--- src/rtl/dbg_wp_pkg.sv ---
package dbg_wp_pkg;
  localparam int NUM_CNT = 2;
  localparam int SEL_W   = 3;

  typedef struct packed {
    logic             is_ls;
    logic [SEL_W-1:0] sel;
  } wp_cfg_t;

  localparam int CFG_W = $bits(wp_cfg_t);

  typedef enum logic [1:0] {
    RA_CNT0 = 2'd0,
    RA_CNT1 = 2'd1,
    RA_CFG  = 2'd2,
    RA_TRAP = 2'd3
  } reg_addr_e;

  localparam int DP_RD_LSB = 8;
endpackage

--- src/rtl/wp_evt_qual.sv ---
module wp_evt_qual
  import dbg_wp_pkg::*;
#(
  parameter int N_IWP = 4,
  parameter int N_LWP = 2
) (
  input  wp_cfg_t           cfg,
  input  logic [N_IWP-1:0]  iwp_hit,
  input  logic [N_LWP-1:0]  lwp_hit,
  input  logic              mask_en,
  input  logic              ri_flag,
  output logic              evt
);
  logic i_sel, l_sel, blocked;

  always_comb begin
    i_sel = 1'b0;
    for (int k = 0; k < N_IWP; k++)
      if (cfg.sel == SEL_W'(k)) i_sel = i_sel | iwp_hit[k];
  end

  always_comb begin
    l_sel = 1'b0;
    for (int k = 0; k < N_LWP; k++)
      if (cfg.sel == SEL_W'(k)) l_sel = l_sel | lwp_hit[k];
  end

  assign blocked = mask_en & ~ri_flag;
  assign evt     = (cfg.is_ls ? l_sel : i_sel) & ~blocked;
endmodule

--- src/rtl/wp_counter.sv ---
module wp_counter #(
  parameter int CNT_W = 16
) (
  input  logic             clk,
  input  logic             rst,
  input  logic             wr_en,
  input  logic [CNT_W-1:0] wr_data,
  input  logic             is_ls,
  input  logic             evt,
  input  logic             retire,
  input  logic             flush,
  output logic [CNT_W-1:0] cnt,
  output logic             fire_instr,
  output logic             fire_ls
);
  localparam logic [CNT_W-1:0] ONE = CNT_W'(1);

  logic pend;
  logic armed;

  always_comb begin
    fire_ls    = is_ls & evt & ~wr_en & (cnt == ONE);
    fire_instr = ~is_ls & evt & ~wr_en & ~pend & armed & (cnt == ONE);
  end

  always_ff @(posedge clk) begin
    if (rst) begin
      cnt   <= '0;
      pend  <= 1'b0;
      armed <= 1'b0;
    end else if (wr_en) begin
      cnt   <= wr_data;
      pend  <= 1'b0;
      armed <= 1'b1;
    end else if (is_ls) begin
      pend <= 1'b0;
      if (evt && cnt != '0) cnt <= cnt - ONE;
    end else if (pend) begin
      if (retire) begin
        cnt  <= cnt - ONE;
        pend <= 1'b0;
      end else if (flush) begin
        pend <= 1'b0;
      end
    end else if (evt && cnt > ONE) begin
      pend <= 1'b1;
    end else if (fire_instr) begin
      armed <= 1'b0;
    end
  end

  AST_WRITE_WINS: assert property (@(posedge clk) disable iff (rst)
    wr_en |=> cnt == $past(wr_data));
  AST_ZERO_STAYS: assert property (@(posedge clk) disable iff (rst)
    (!wr_en && cnt == '0) |=> cnt == '0);
  AST_LS_STEP: assert property (@(posedge clk) disable iff (rst)
    (!wr_en && is_ls && evt && cnt != '0) |=> cnt == $past(cnt) - ONE);
  AST_INSTR_HELD: assert property (@(posedge clk) disable iff (rst)
    fire_instr |=> cnt == ONE);
  AST_NO_REFIRE: assert property (@(posedge clk) disable iff (rst)
    fire_instr |=> !fire_instr);
  AST_PEND_HOLD: assert property (@(posedge clk) disable iff (rst)
    (pend && !retire && !wr_en && !is_ls) |=> cnt == $past(cnt));
endmodule

--- src/rtl/wp_trap_gate.sv ---
module wp_trap_gate #(
  parameter int NUM = 2
) (
  input  logic           clk,
  input  logic           rst,
  input  logic           sw_we,
  input  logic           supervisor,
  input  logic [NUM-1:0] sw_wdata,
  input  logic [NUM-1:0] dp_te,
  input  logic [NUM-1:0] fire_instr,
  input  logic [NUM-1:0] fire_ls,
  output logic [NUM-1:0] sw_te,
  output logic [NUM-1:0] brk_instr,
  output logic [NUM-1:0] brk_ls
);
  logic [NUM-1:0] te_eff;
  assign te_eff = sw_te | dp_te;

  always_ff @(posedge clk) begin
    if (rst) begin
      sw_te     <= '0;
      brk_instr <= '0;
      brk_ls    <= '0;
    end else begin
      if (sw_we && supervisor) sw_te <= sw_wdata;
      brk_instr <= fire_instr & te_eff;
      brk_ls    <= fire_ls & te_eff;
    end
  end

  AST_USER_LOCK: assert property (@(posedge clk) disable iff (rst)
    (sw_we && !supervisor) |=> sw_te == $past(sw_te));
  AST_GATED_REQ: assert property (@(posedge clk) disable iff (rst)
    ##1 ((brk_instr | brk_ls) & ~$past(sw_te | dp_te)) == '0);
endmodule

--- src/rtl/dbg_wp_countdown.sv ---
module dbg_wp_countdown
  import dbg_wp_pkg::*;
#(
  parameter int CNT_W = 16,
  parameter int N_IWP = 4,
  parameter int N_LWP = 2
) (
  input  logic             clk,
  input  logic             rst,
  input  logic [N_IWP-1:0] iwp_hit,
  input  logic [N_LWP-1:0] lwp_hit,
  input  logic             retire,
  input  logic             flush,
  input  logic             ri_flag,
  input  logic             mask_en,
  input  logic             supervisor,
  input  logic [1:0]       dp_te,
  input  logic             reg_we,
  input  logic             reg_re,
  input  logic [1:0]       reg_addr,
  input  logic [CNT_W-1:0] reg_wdata,
  output logic [CNT_W-1:0] reg_rdata,
  output logic [1:0]       brk_instr,
  output logic [1:0]       brk_ls
);
  localparam int CFG_BITS = NUM_CNT * CFG_W;

  wp_cfg_t [NUM_CNT-1:0] cfg_q;
  logic [CNT_W-1:0]      cnt   [NUM_CNT];
  logic [NUM_CNT-1:0]    cnt_we, evt, f_instr, f_ls;
  logic [NUM_CNT-1:0]    sw_te;
  logic                  cfg_we, trap_we;
  logic [CNT_W-1:0]      rd_mux;

  assign cfg_we  = reg_we && (reg_addr == RA_CFG);
  assign trap_we = reg_we && (reg_addr == RA_TRAP);

  always_ff @(posedge clk) begin
    if (rst) cfg_q <= '0;
    else if (cfg_we) cfg_q <= reg_wdata[CFG_BITS-1:0];
  end

  for (genvar i = 0; i < NUM_CNT; i++) begin : g_cnt
    assign cnt_we[i] = reg_we && (reg_addr == 2'(i));

    wp_evt_qual #(.N_IWP(N_IWP), .N_LWP(N_LWP)) u_qual (
      .cfg(cfg_q[i]), .iwp_hit(iwp_hit), .lwp_hit(lwp_hit),
      .mask_en(mask_en), .ri_flag(ri_flag), .evt(evt[i])
    );

    wp_counter #(.CNT_W(CNT_W)) u_cnt (
      .clk(clk), .rst(rst), .wr_en(cnt_we[i]), .wr_data(reg_wdata),
      .is_ls(cfg_q[i].is_ls), .evt(evt[i]), .retire(retire), .flush(flush),
      .cnt(cnt[i]), .fire_instr(f_instr[i]), .fire_ls(f_ls[i])
    );

    AST_MASKED_IDLE: assert property (@(posedge clk) disable iff (rst)
      (mask_en && !ri_flag && !cnt_we[i] && !retire) |=> $stable(cnt[i]));
  end

  wp_trap_gate #(.NUM(NUM_CNT)) u_gate (
    .clk(clk), .rst(rst), .sw_we(trap_we), .supervisor(supervisor),
    .sw_wdata(reg_wdata[NUM_CNT-1:0]), .dp_te(dp_te),
    .fire_instr(f_instr), .fire_ls(f_ls),
    .sw_te(sw_te), .brk_instr(brk_instr), .brk_ls(brk_ls)
  );

  always_comb begin
    rd_mux = '0;
    case (reg_addr)
      RA_CNT0: rd_mux = cnt[0];
      RA_CNT1: rd_mux = cnt[1];
      RA_CFG:  rd_mux[CFG_BITS-1:0] = cfg_q;
      default: begin
        rd_mux[NUM_CNT-1:0]             = sw_te;
        rd_mux[DP_RD_LSB +: NUM_CNT]    = dp_te;
      end
    endcase
  end

  always_ff @(posedge clk) begin
    if (rst) reg_rdata <= '0;
    else if (reg_re) reg_rdata <= rd_mux;
  end

  AST_RDATA_HOLD: assert property (@(posedge clk) disable iff (rst)
    !reg_re |=> $stable(reg_rdata));
endmodule

--- config.mk ---
export PLATFORM = sky130hd
export DESIGN_NAME = dbg_wp_countdown
export DESIGN_NICKNAME = d
export VERILOG_FILES = /design/src/rtl/dbg_wp_pkg.sv /design/src/rtl/wp_evt_qual.sv /design/src/rtl/wp_counter.sv /design/src/rtl/wp_trap_gate.sv /design/src/rtl/dbg_wp_countdown.sv
export SDC_FILE = /design/constraint.sdc
export NUM_CORES = 1
export LEC_CHECK = 0
export ABC_CLOCK_PERIOD_IN_PS = 4100
export CAP_MARGIN = 10
export CORE_MARGIN = 2
export CORE_UTILIZATION = 62
export CTS_CLUSTER_SIZE = 8
export DETAILED_ROUTE_END_ITERATION = 16
export DONT_BUFFER_PORTS = 1
export PLACE_DENSITY = 0.83
export SLEW_MARGIN = 10
export SYNTH_ARGS = -nofsm -noshare
export SYNTH_HDL_FRONTEND = slang
export SYNTH_SLANG_ARGS = --single-unit
--- constraint.sdc ---
create_clock -name clk -period 4.1 [get_ports clk]
set_clock_uncertainty 0.15 [all_clocks]
set_input_delay 0.205 -clock clk [delete_from_list [all_inputs] [get_ports clk]]
set_output_delay 0.205 -clock clk [all_outputs]
set_load 0.01 [all_outputs]
==> results of run 1 <==
-- state kept, by name (all words and copies together), names as in the netlist --
signal             flops
g_cnt.u_cnt.cnt       32
reg_rdata             16
cfg_q                  8
g_cnt.u_cnt.armed      2
g_cnt.u_cnt.pend       2
u_gate.brk_instr       2
u_gate.brk_ls          2
u_gate.sw_te           2
-- cells by family after synthesis --
group                    count (synthesis)  synth area share
AND/OR/NAND/NOR                        192            0.2579
AO/OA/AOI/OAI                          143            0.2390
flip-flops                              66            0.3448
buffers and inverters                   43           0.04603
multiplexers                            32           0.09925
adder cells (fa/ha/maj)                  4           0.01306
-- synthesized netlist by cell type (3+ instances only) --
cell | instances | area (um^2)
o31ai_1 | 13 | 97.59
inv_1 | 5 | 18.77
mux2_2 | 8 | 90.09
or4_1 | 8 | 60.06
nand2b_1 | 5 | 31.28
nand2_1 | 23 | 86.33
o32ai_1 | 5 | 43.79
o211ai_1 | 3 | 22.52
mux2i_1 | 20 | 200.2
and3_1 | 5 | 31.28
o311ai_0 | 9 | 78.83
or2_2 | 4 | 25.02
nand3_1 | 6 | 30.03
nor3_1 | 16 | 80.08
a21o_1 | 6 | 45.04
a31oi_1 | 5 | 31.28
o21ai_0 | 21 | 105.1
nor3b_1 | 3 | 22.52
mux4_2 | 4 | 90.09
a21oi_1 | 55 | 275.3
dfxtp_1 | 66 | 1321
clkbuf_1 | 29 | 108.9
nor2_1 | 73 | 274.0
nor4_1 | 12 | 75.07
or3_1 | 3 | 18.77
nand4_1 | 5 | 31.28
ha_1 | 4 | 50.05
buf_2 | 3 | 15.01
buf_1 | 3 | 11.26
a22oi_1 | 7 | 52.55
nor2b_1 | 13 | 81.33
a211oi_1 | 9 | 67.56
-- metal layers --
metal	vias to the layer above	part of all wire
met4	0	0.036
li1	1777	-
met5	-	0
met2	312	0.45
met3	58	0.13
met1	1832	0.38
-- power by group --
group          leakage, nW  internal (mW)  switching [mW]
combinational        0.990          0.616           0.899
clock                0.121          0.422           0.256
sequential           0.537          0.743           0.161
-- critical path: cells and delay by family (launching register included) --
kind	cells	cell delay, ps
simple gates	3	1500
buf+inv	3	960
compound gates	2	300
flops	1	370
fa+ha+maj	1	240
-- metrics by stage --
step | utilization | area [um^2] | hold WS (ps)
after floorplan | - | 3832 | 198.9
after global placement | 0.6414 | 3820 | 130.5
after detailed placement | 0.6414 | 3820 | 133.1
after CTS | 0.7223 | 4302 | 0.4429
after global routing | 0.7227 | 4304 | 10.93
final | 0.7227 | 4304 | 4.466
-- worst max-delay path by stage --
stage / endpoint / from / slack [ps]
floorplan: g_cnt[1].u_cnt.cnt[9]$_SDFFE_PP0P_ / g_cnt[1].u_cnt.cnt[0]$_SDFFE_PP0P_ / 1780
global placement: g_cnt[1].u_cnt.cnt[13]$_SDFFE_PP0P_ / g_cnt[1].u_cnt.cnt[0]$_SDFFE_PP0P_ / 1290
detailed placement: g_cnt[1].u_cnt.cnt[10]$_SDFFE_PP0P_ / g_cnt[1].u_cnt.cnt[0]$_SDFFE_PP0P_ / 1230
CTS: g_cnt[1].u_cnt.cnt[0]$_SDFFE_PP0P_ / g_cnt[1].u_cnt.cnt[0]$_SDFFE_PP0P_ / 680
global route: g_cnt[1].u_cnt.cnt[0]$_SDFFE_PP0P_ / g_cnt[1].u_cnt.cnt[0]$_SDFFE_PP0P_ / 370
finish: g_cnt[1].u_cnt.cnt[0]$_SDFFE_PP0P_ / g_cnt[1].u_cnt.cnt[0]$_SDFFE_PP0P_ / 520
-- area by class of cell --
type | instances | share of cell area
diodes | 1 | 0.0005814
clock buffers | 12 | 0.03372
clock inverters | 4 | 0.02297
inverters | 6 | 0.005233
multi-input cells | 371 | 0.5448
flip-flops and latches | 66 | 0.3070
well taps | 75 | 0.02180
repair buffers | 27 | 0.06395
==> results.py, run 1 <==
metrics = {
    "status": {
        "run_status": "finished, final reports clean",
    },
    "synthesis": {
        "synth_ff_type": "dfxtp_1",
        "synth_seq_area_share": 0.3448,
        "synthCells": 480,
        "synthesis.area_um2": 3832,
        "synth_fp_nets": 519,
        "synth_area_per_cell_um2": 7.984,
        "synth_cell_types": 54,
        "synth_warnings": 0,
        "yosys_register_bits": 66,
        "synth_edf_count": 0,
        "ys_async_sr_fraction": 0,
    },
    "final_layout": {
        "multi_input_area_um2": 2345,
        "nNetsFinal": 520,
        "nFillCells": 446,
        "seqCellArea_um2": 1321,
        "layout-drive-gt1-share": 0.08848,
        "layout-area-overhead-vs-synth_pct": 12.31,
        "fin_cells": 562,
        "final_cell_mix": "nor2_1, dfxtp_1, a21oi_1, nand2_1",
        "final_common_cell": "nor2_1",
    },
    "cts": {
        "clockRootBuffer": "clkbuf_8",
        "numCtsBuffers": 9,
        "clock_latency_ps": 360,
        "cts.repair.resized": 0,
        "cts_max_level": 3,
        "clkSinkCount": 66,
        "clockBufferDepth": 2,
        "cts_setup_buffers": 0,
        "cts_tree": "done",
        "cts_hold_buf": 22,
        "clkTransAtPathRegs_ps": 80,
    },
    "place": {
        "dp.cells": 523,
        "hpwl_um": 7475,
        "place_ws_ps": 1228,
        "routabilityCongestion": 0.9371,
        "portBuffers": 0,
    },
    "grt": {
        "antenna_found_initial": 1,
        "grt_use_total": 0.3688,
        "met2_usage": 0.5645,
        "grt_start_max_net_pins": 63,
        "grtUsageMet1": 0.4763,
        "grt.busiest_layer": "met2",
        "grt_overflow": 0,
        "grt_pass1_wl_um": 18890,
        "use_met3": 0.1217,
        "grt_pass1_vias": 3675,
    },
    "sta": {
        "setup_ws_ps": 523.3,
        "finalMaxSlewViolations": 0,
        "rsz0062_at_grt": "no",
        "finalCritPeriodShare": 0.8724,
        "final-setup-viol-count": 0,
        "min_period_ps": 3577,
        "max_freq_ghz": 0.2796,
        "hold_violations": 0,
        "fin_setup_tns_ps": 0,
        "maxSlewHeadroom": 0.2714,
        "tightestPinTransition_ps": 1093,
    },
    "flow_run": {
        "maxCapViolations": 0,
    },
    "hold_path": {
        "hold_path.class": "primary input to register",
        "min_to": "u_gate.sw_te[1]$_SDFFE_PP0P_",
        "hp-start": "reg_addr[0]",
        "hold_depth": 3,
    },
    "power": {
        "peakVddDrop_uv": 433.9,
        "leakage_nw": 1.648,
        "pwr_density_cell_nw_per_um2": 719.8,
        "totalPowerFinal_mw": 3.098,
    },
    "setup_path": {
        "r2r_setup_slack_ps": 520,
        "critPathCaptureType": "register",
        "crit_type": "register to register",
        "r2r_start": "g_cnt[1].u_cnt.cnt[0]$_SDFFE_PP0P_",
        "crit_required_ps": 4250,
        "regToRegEndpoint": "g_cnt[1].u_cnt.cnt[0]$_SDFFE_PP0P_",
        "start_kind": "register",
        "crit_fanout": 8,
        "cpPeakStageDelay_ps": 670,
        "crit_chain": "inv_1, ha_1, nor3b_1, nand3_1, nor4_2, buf_4, o21ai_0, a31oi_1, dlygate4sd3_1",
        "cp_slowest_cell": "nor4_2",
        "worst_r2r_path_depth": 9,
        "cp.arrival_ps": 3730,
    },
    "drt": {
        "drtAntennaViolNets": 0,
        "vias": 3979,
        "first_iter_violations": 661,
        "drc": 0,
        "wire_per_inst_um": 21.19,
        "vias_per_cell": 7.080,
        "wirelength_um": 11910,
        "first_pass_iters": 8,
    },
    "floorplanning": {
        "core-area_um2": 5956,
        "die_h_um": 82.62,
        "design.die.area_um2": 6826,
        "io_pins": 55,
        "std_cell_rows": 28,
        "die_x_um": 82.62,
        "start_util": 0.6435,
    },
}
Power figures use the tool's default switching activity.
==> run 2, diff against run 1 <==
ABC_CLOCK_PERIOD_IN_PS = 4600   (was 4100)
clock period = 4.6 ns   (was 4.1 ns; I/O delays follow)
==> run 2 against run 1 <==
  * Final cell count is 0.89% lower
  * First-iteration DRC count is 32% lower
  * Utilization is 1.6 points lower
  * Register-to-register slack better by 1100 ps
  * Global-route usage is 2.8 points lower
  * Via count is 4.2% lower
  * Setup slack better by 1100 ps
  * Critical path depth is 2 lower
  * Die area stayed put
  * Clock power is 36% lower
==> results.py, run 2 (same netlist as run 1, synthesis figures left out) <==
metrics = {
    "sta": {
        "tightestPinTransition_ps": 1010,
        "final-setup-viol-count": 0,
        "maxSlewHeadroom": 0.3242,
        "rsz0062_at_grt": "no",
        "fin_setup_tns_ps": 0,
        "max_freq_ghz": 0.3394,
        "finalCritPeriodShare": 0.6405,
        "finalMaxSlewViolations": 0,
        "min_period_ps": 2946,
        "hold_violations": 0,
    },
    "cts": {
        "clkSinkCount": 66,
        "cts_setup_buffers": 0,
        "clockBufferDepth": 2,
        "clock_latency_ps": 350,
        "cts.repair.resized": 0,
        "numCtsBuffers": 9,
        "clkTransAtPathRegs_ps": 60,
        "cts_tree": "done",
        "cts_hold_buf": 19,
        "cts_max_level": 3,
        "clockRootBuffer": "clkbuf_8",
    },
    "drt": {
        "wirelength_um": 11220,
        "vias": 3810,
        "first_iter_violations": 448,
        "vias_per_cell": 6.840,
        "drtAntennaViolNets": 0,
        "first_pass_iters": 5,
        "drc": 0,
        "wire_per_inst_um": 20.13,
    },
    "place": {
        "portBuffers": 0,
        "hpwl_um": 7456,
        "routabilityCongestion": 0.9267,
    },
    "setup_path": {
        "r2r_setup_slack_ps": 1650,
        "cpPeakStageDelay_ps": 570,
        "crit_chain": "inv_1, ha_1, nor3b_1, nand3_1, or4_1, nand2_1, o31ai_1",
        "cp.arrival_ps": 3010,
        "cp_slowest_cell": "or4_1",
        "critPathCaptureType": "register",
        "crit_fanout": 13,
        "start_kind": "register",
        "worst_r2r_path_depth": 7,
        "crit_type": "register to register",
        "regToRegEndpoint": "g_cnt[1].u_cnt.cnt[15]$_SDFFE_PP0P_",
        "crit_required_ps": 4670,
        "r2r_start": "g_cnt[1].u_cnt.cnt[0]$_SDFFE_PP0P_",
    },
    "floorplanning": {
        "core-area_um2": 5956,
        "start_util": 0.6435,
        "io_pins": 55,
        "std_cell_rows": 28,
        "die_x_um": 82.62,
        "die_h_um": 82.62,
        "design.die.area_um2": 6826,
    },
    "power": {
        "leakage_nw": 1.607,
        "peakVddDrop_uv": 316.4,
        "pwr_density_cell_nw_per_um2": 604.6,
    },
    "hold_path": {
        "hold_path.class": "primary input to register",
        "hold_depth": 3,
        "min_to": "g_cnt[0].u_cnt.cnt[1]$_SDFFE_PP0P_",
        "hp-start": "reg_wdata[1]",
    },
    "final_layout": {
        "fin_util": 0.7071,
        "nFillCells": 478,
        "final_common_cell": "nor2_1",
        "layout-area-overhead-vs-synth_pct": 9.892,
        "largest_register": "g_cnt.u_cnt.cnt",
        "top_regs": "g_cnt.u_cnt.cnt x32, reg_rdata x16, cfg_q x8",
        "largest_reg_flops": 32,
        "final_cell_mix": "nor2_1, dfxtp_1, a21oi_1, nand2_1, o21ai_0",
        "seqCellArea_um2": 1321,
        "nNetsFinal": 516,
        "multi_input_area_um2": 2354,
        "layout-drive-gt1-share": 0.08524,
    },
    "grt": {
        "grt_use_total": 0.3410,
        "grt.busiest_layer": "met2",
        "grt_pass1_wl_um": 17310,
        "grt_overflow": 0,
        "grt_pass1_vias": 3458,
        "use_met3": 0.1250,
        "met2_usage": 0.5282,
        "grtUsageMet1": 0.4403,
        "antenna_found_initial": 0,
        "grt_start_max_net_pins": 62,
    },
    "flow_run": {
        "maxCapViolations": 0,
    },
    "status": {
        "run_status": "finished, final reports clean",
    },
}
## run 2: cell types whose count changed in the layout (fill, tap and decap cells not counted), moves of 2 or more
cell / before / now
buf_4: 5 / 2
bufinv_16: 3 / 0
clkinv_2: 0 / 3
dlygate4sd3_1: 21 / 19
## run 2: routing by layer
layer,vias to the layer above,wire (um)
met3,39,1167
met4,0,316
li1,1780,-
met2,218,5210
met1,1773,4521
met5,-,0
## run 2: layout make-up
| class | instances | share of cell area |
|---|---|---|
| timing repair buffer | 23 | 0.05882 |
| inverter | 6 | 0.005348 |
| antenna | 1 | 0.0005942 |
| multi-input combinational | 371 | 0.5588 |
| clock buffer | 12 | 0.03684 |
| sequential | 66 | 0.3137 |
| clock inverter | 3 | 0.003565 |
| tap | 75 | 0.02228 |
## run 2: worst max-delay path, delay by kind of cell, from the launching register on
family / cells / cell delay [ps]
compound gates: 1 / 150
fa+ha+maj: 1 / 220
flops: 1 / 360
simple gates: 4 / 1840
buf+inv: 1 / 100
## run 2: worst max-delay path by stage
| stage | from | to | slack, ps | depth (start not counted) |
|---|---|---|---|---|
| floorplan | g_cnt[1].u_cnt.cnt[0]$_SDFFE_PP0P_ | g_cnt[1].u_cnt.cnt[9]$_SDFFE_PP0P_ | 2280 | 8 |
| global placement | g_cnt[1].u_cnt.cnt[0]$_SDFFE_PP0P_ | g_cnt[1].u_cnt.cnt[15]$_SDFFE_PP0P_ | 1770 | 7 |
| detailed placement | g_cnt[1].u_cnt.cnt[0]$_SDFFE_PP0P_ | g_cnt[1].u_cnt.cnt[8]$_SDFFE_PP0P_ | 1500 | 7 |
| CTS | g_cnt[1].u_cnt.cnt[0]$_SDFFE_PP0P_ | g_cnt[1].u_cnt.cnt[8]$_SDFFE_PP0P_ | 1500 | 7 |
| global route | g_cnt[1].u_cnt.cnt[0]$_SDFFE_PP0P_ | g_cnt[1].u_cnt.cnt[2]$_SDFFE_PP0P_ | 1470 | 7 |
| finish | g_cnt[1].u_cnt.cnt[0]$_SDFFE_PP0P_ | g_cnt[1].u_cnt.cnt[15]$_SDFFE_PP0P_ | 1650 | 7 |
## run 2: power by group
part           leakage [nW]  internal [mW]  switching, mW  total, mW
clock                0.0920          0.219          0.215      0.435
combinational         0.978          0.534          0.778       1.31
sequential            0.537          0.663          0.138      0.800
## run 2: stage by stage
step	total power, mW	setup slack, ps	hold slack [ps]	area (um^2)	std cells
after floorplan	1.795	2278	223.9	3832	480
after global placement	1.995	1767	155.2	3797	520
after detailed placement	2.029	1501	156.8	3797	520
after CTS	2.492	1499	4.684	4175	554
after global routing	2.727	1470	14.77	4209	556
final	2.546	1654	13.83	4212	557
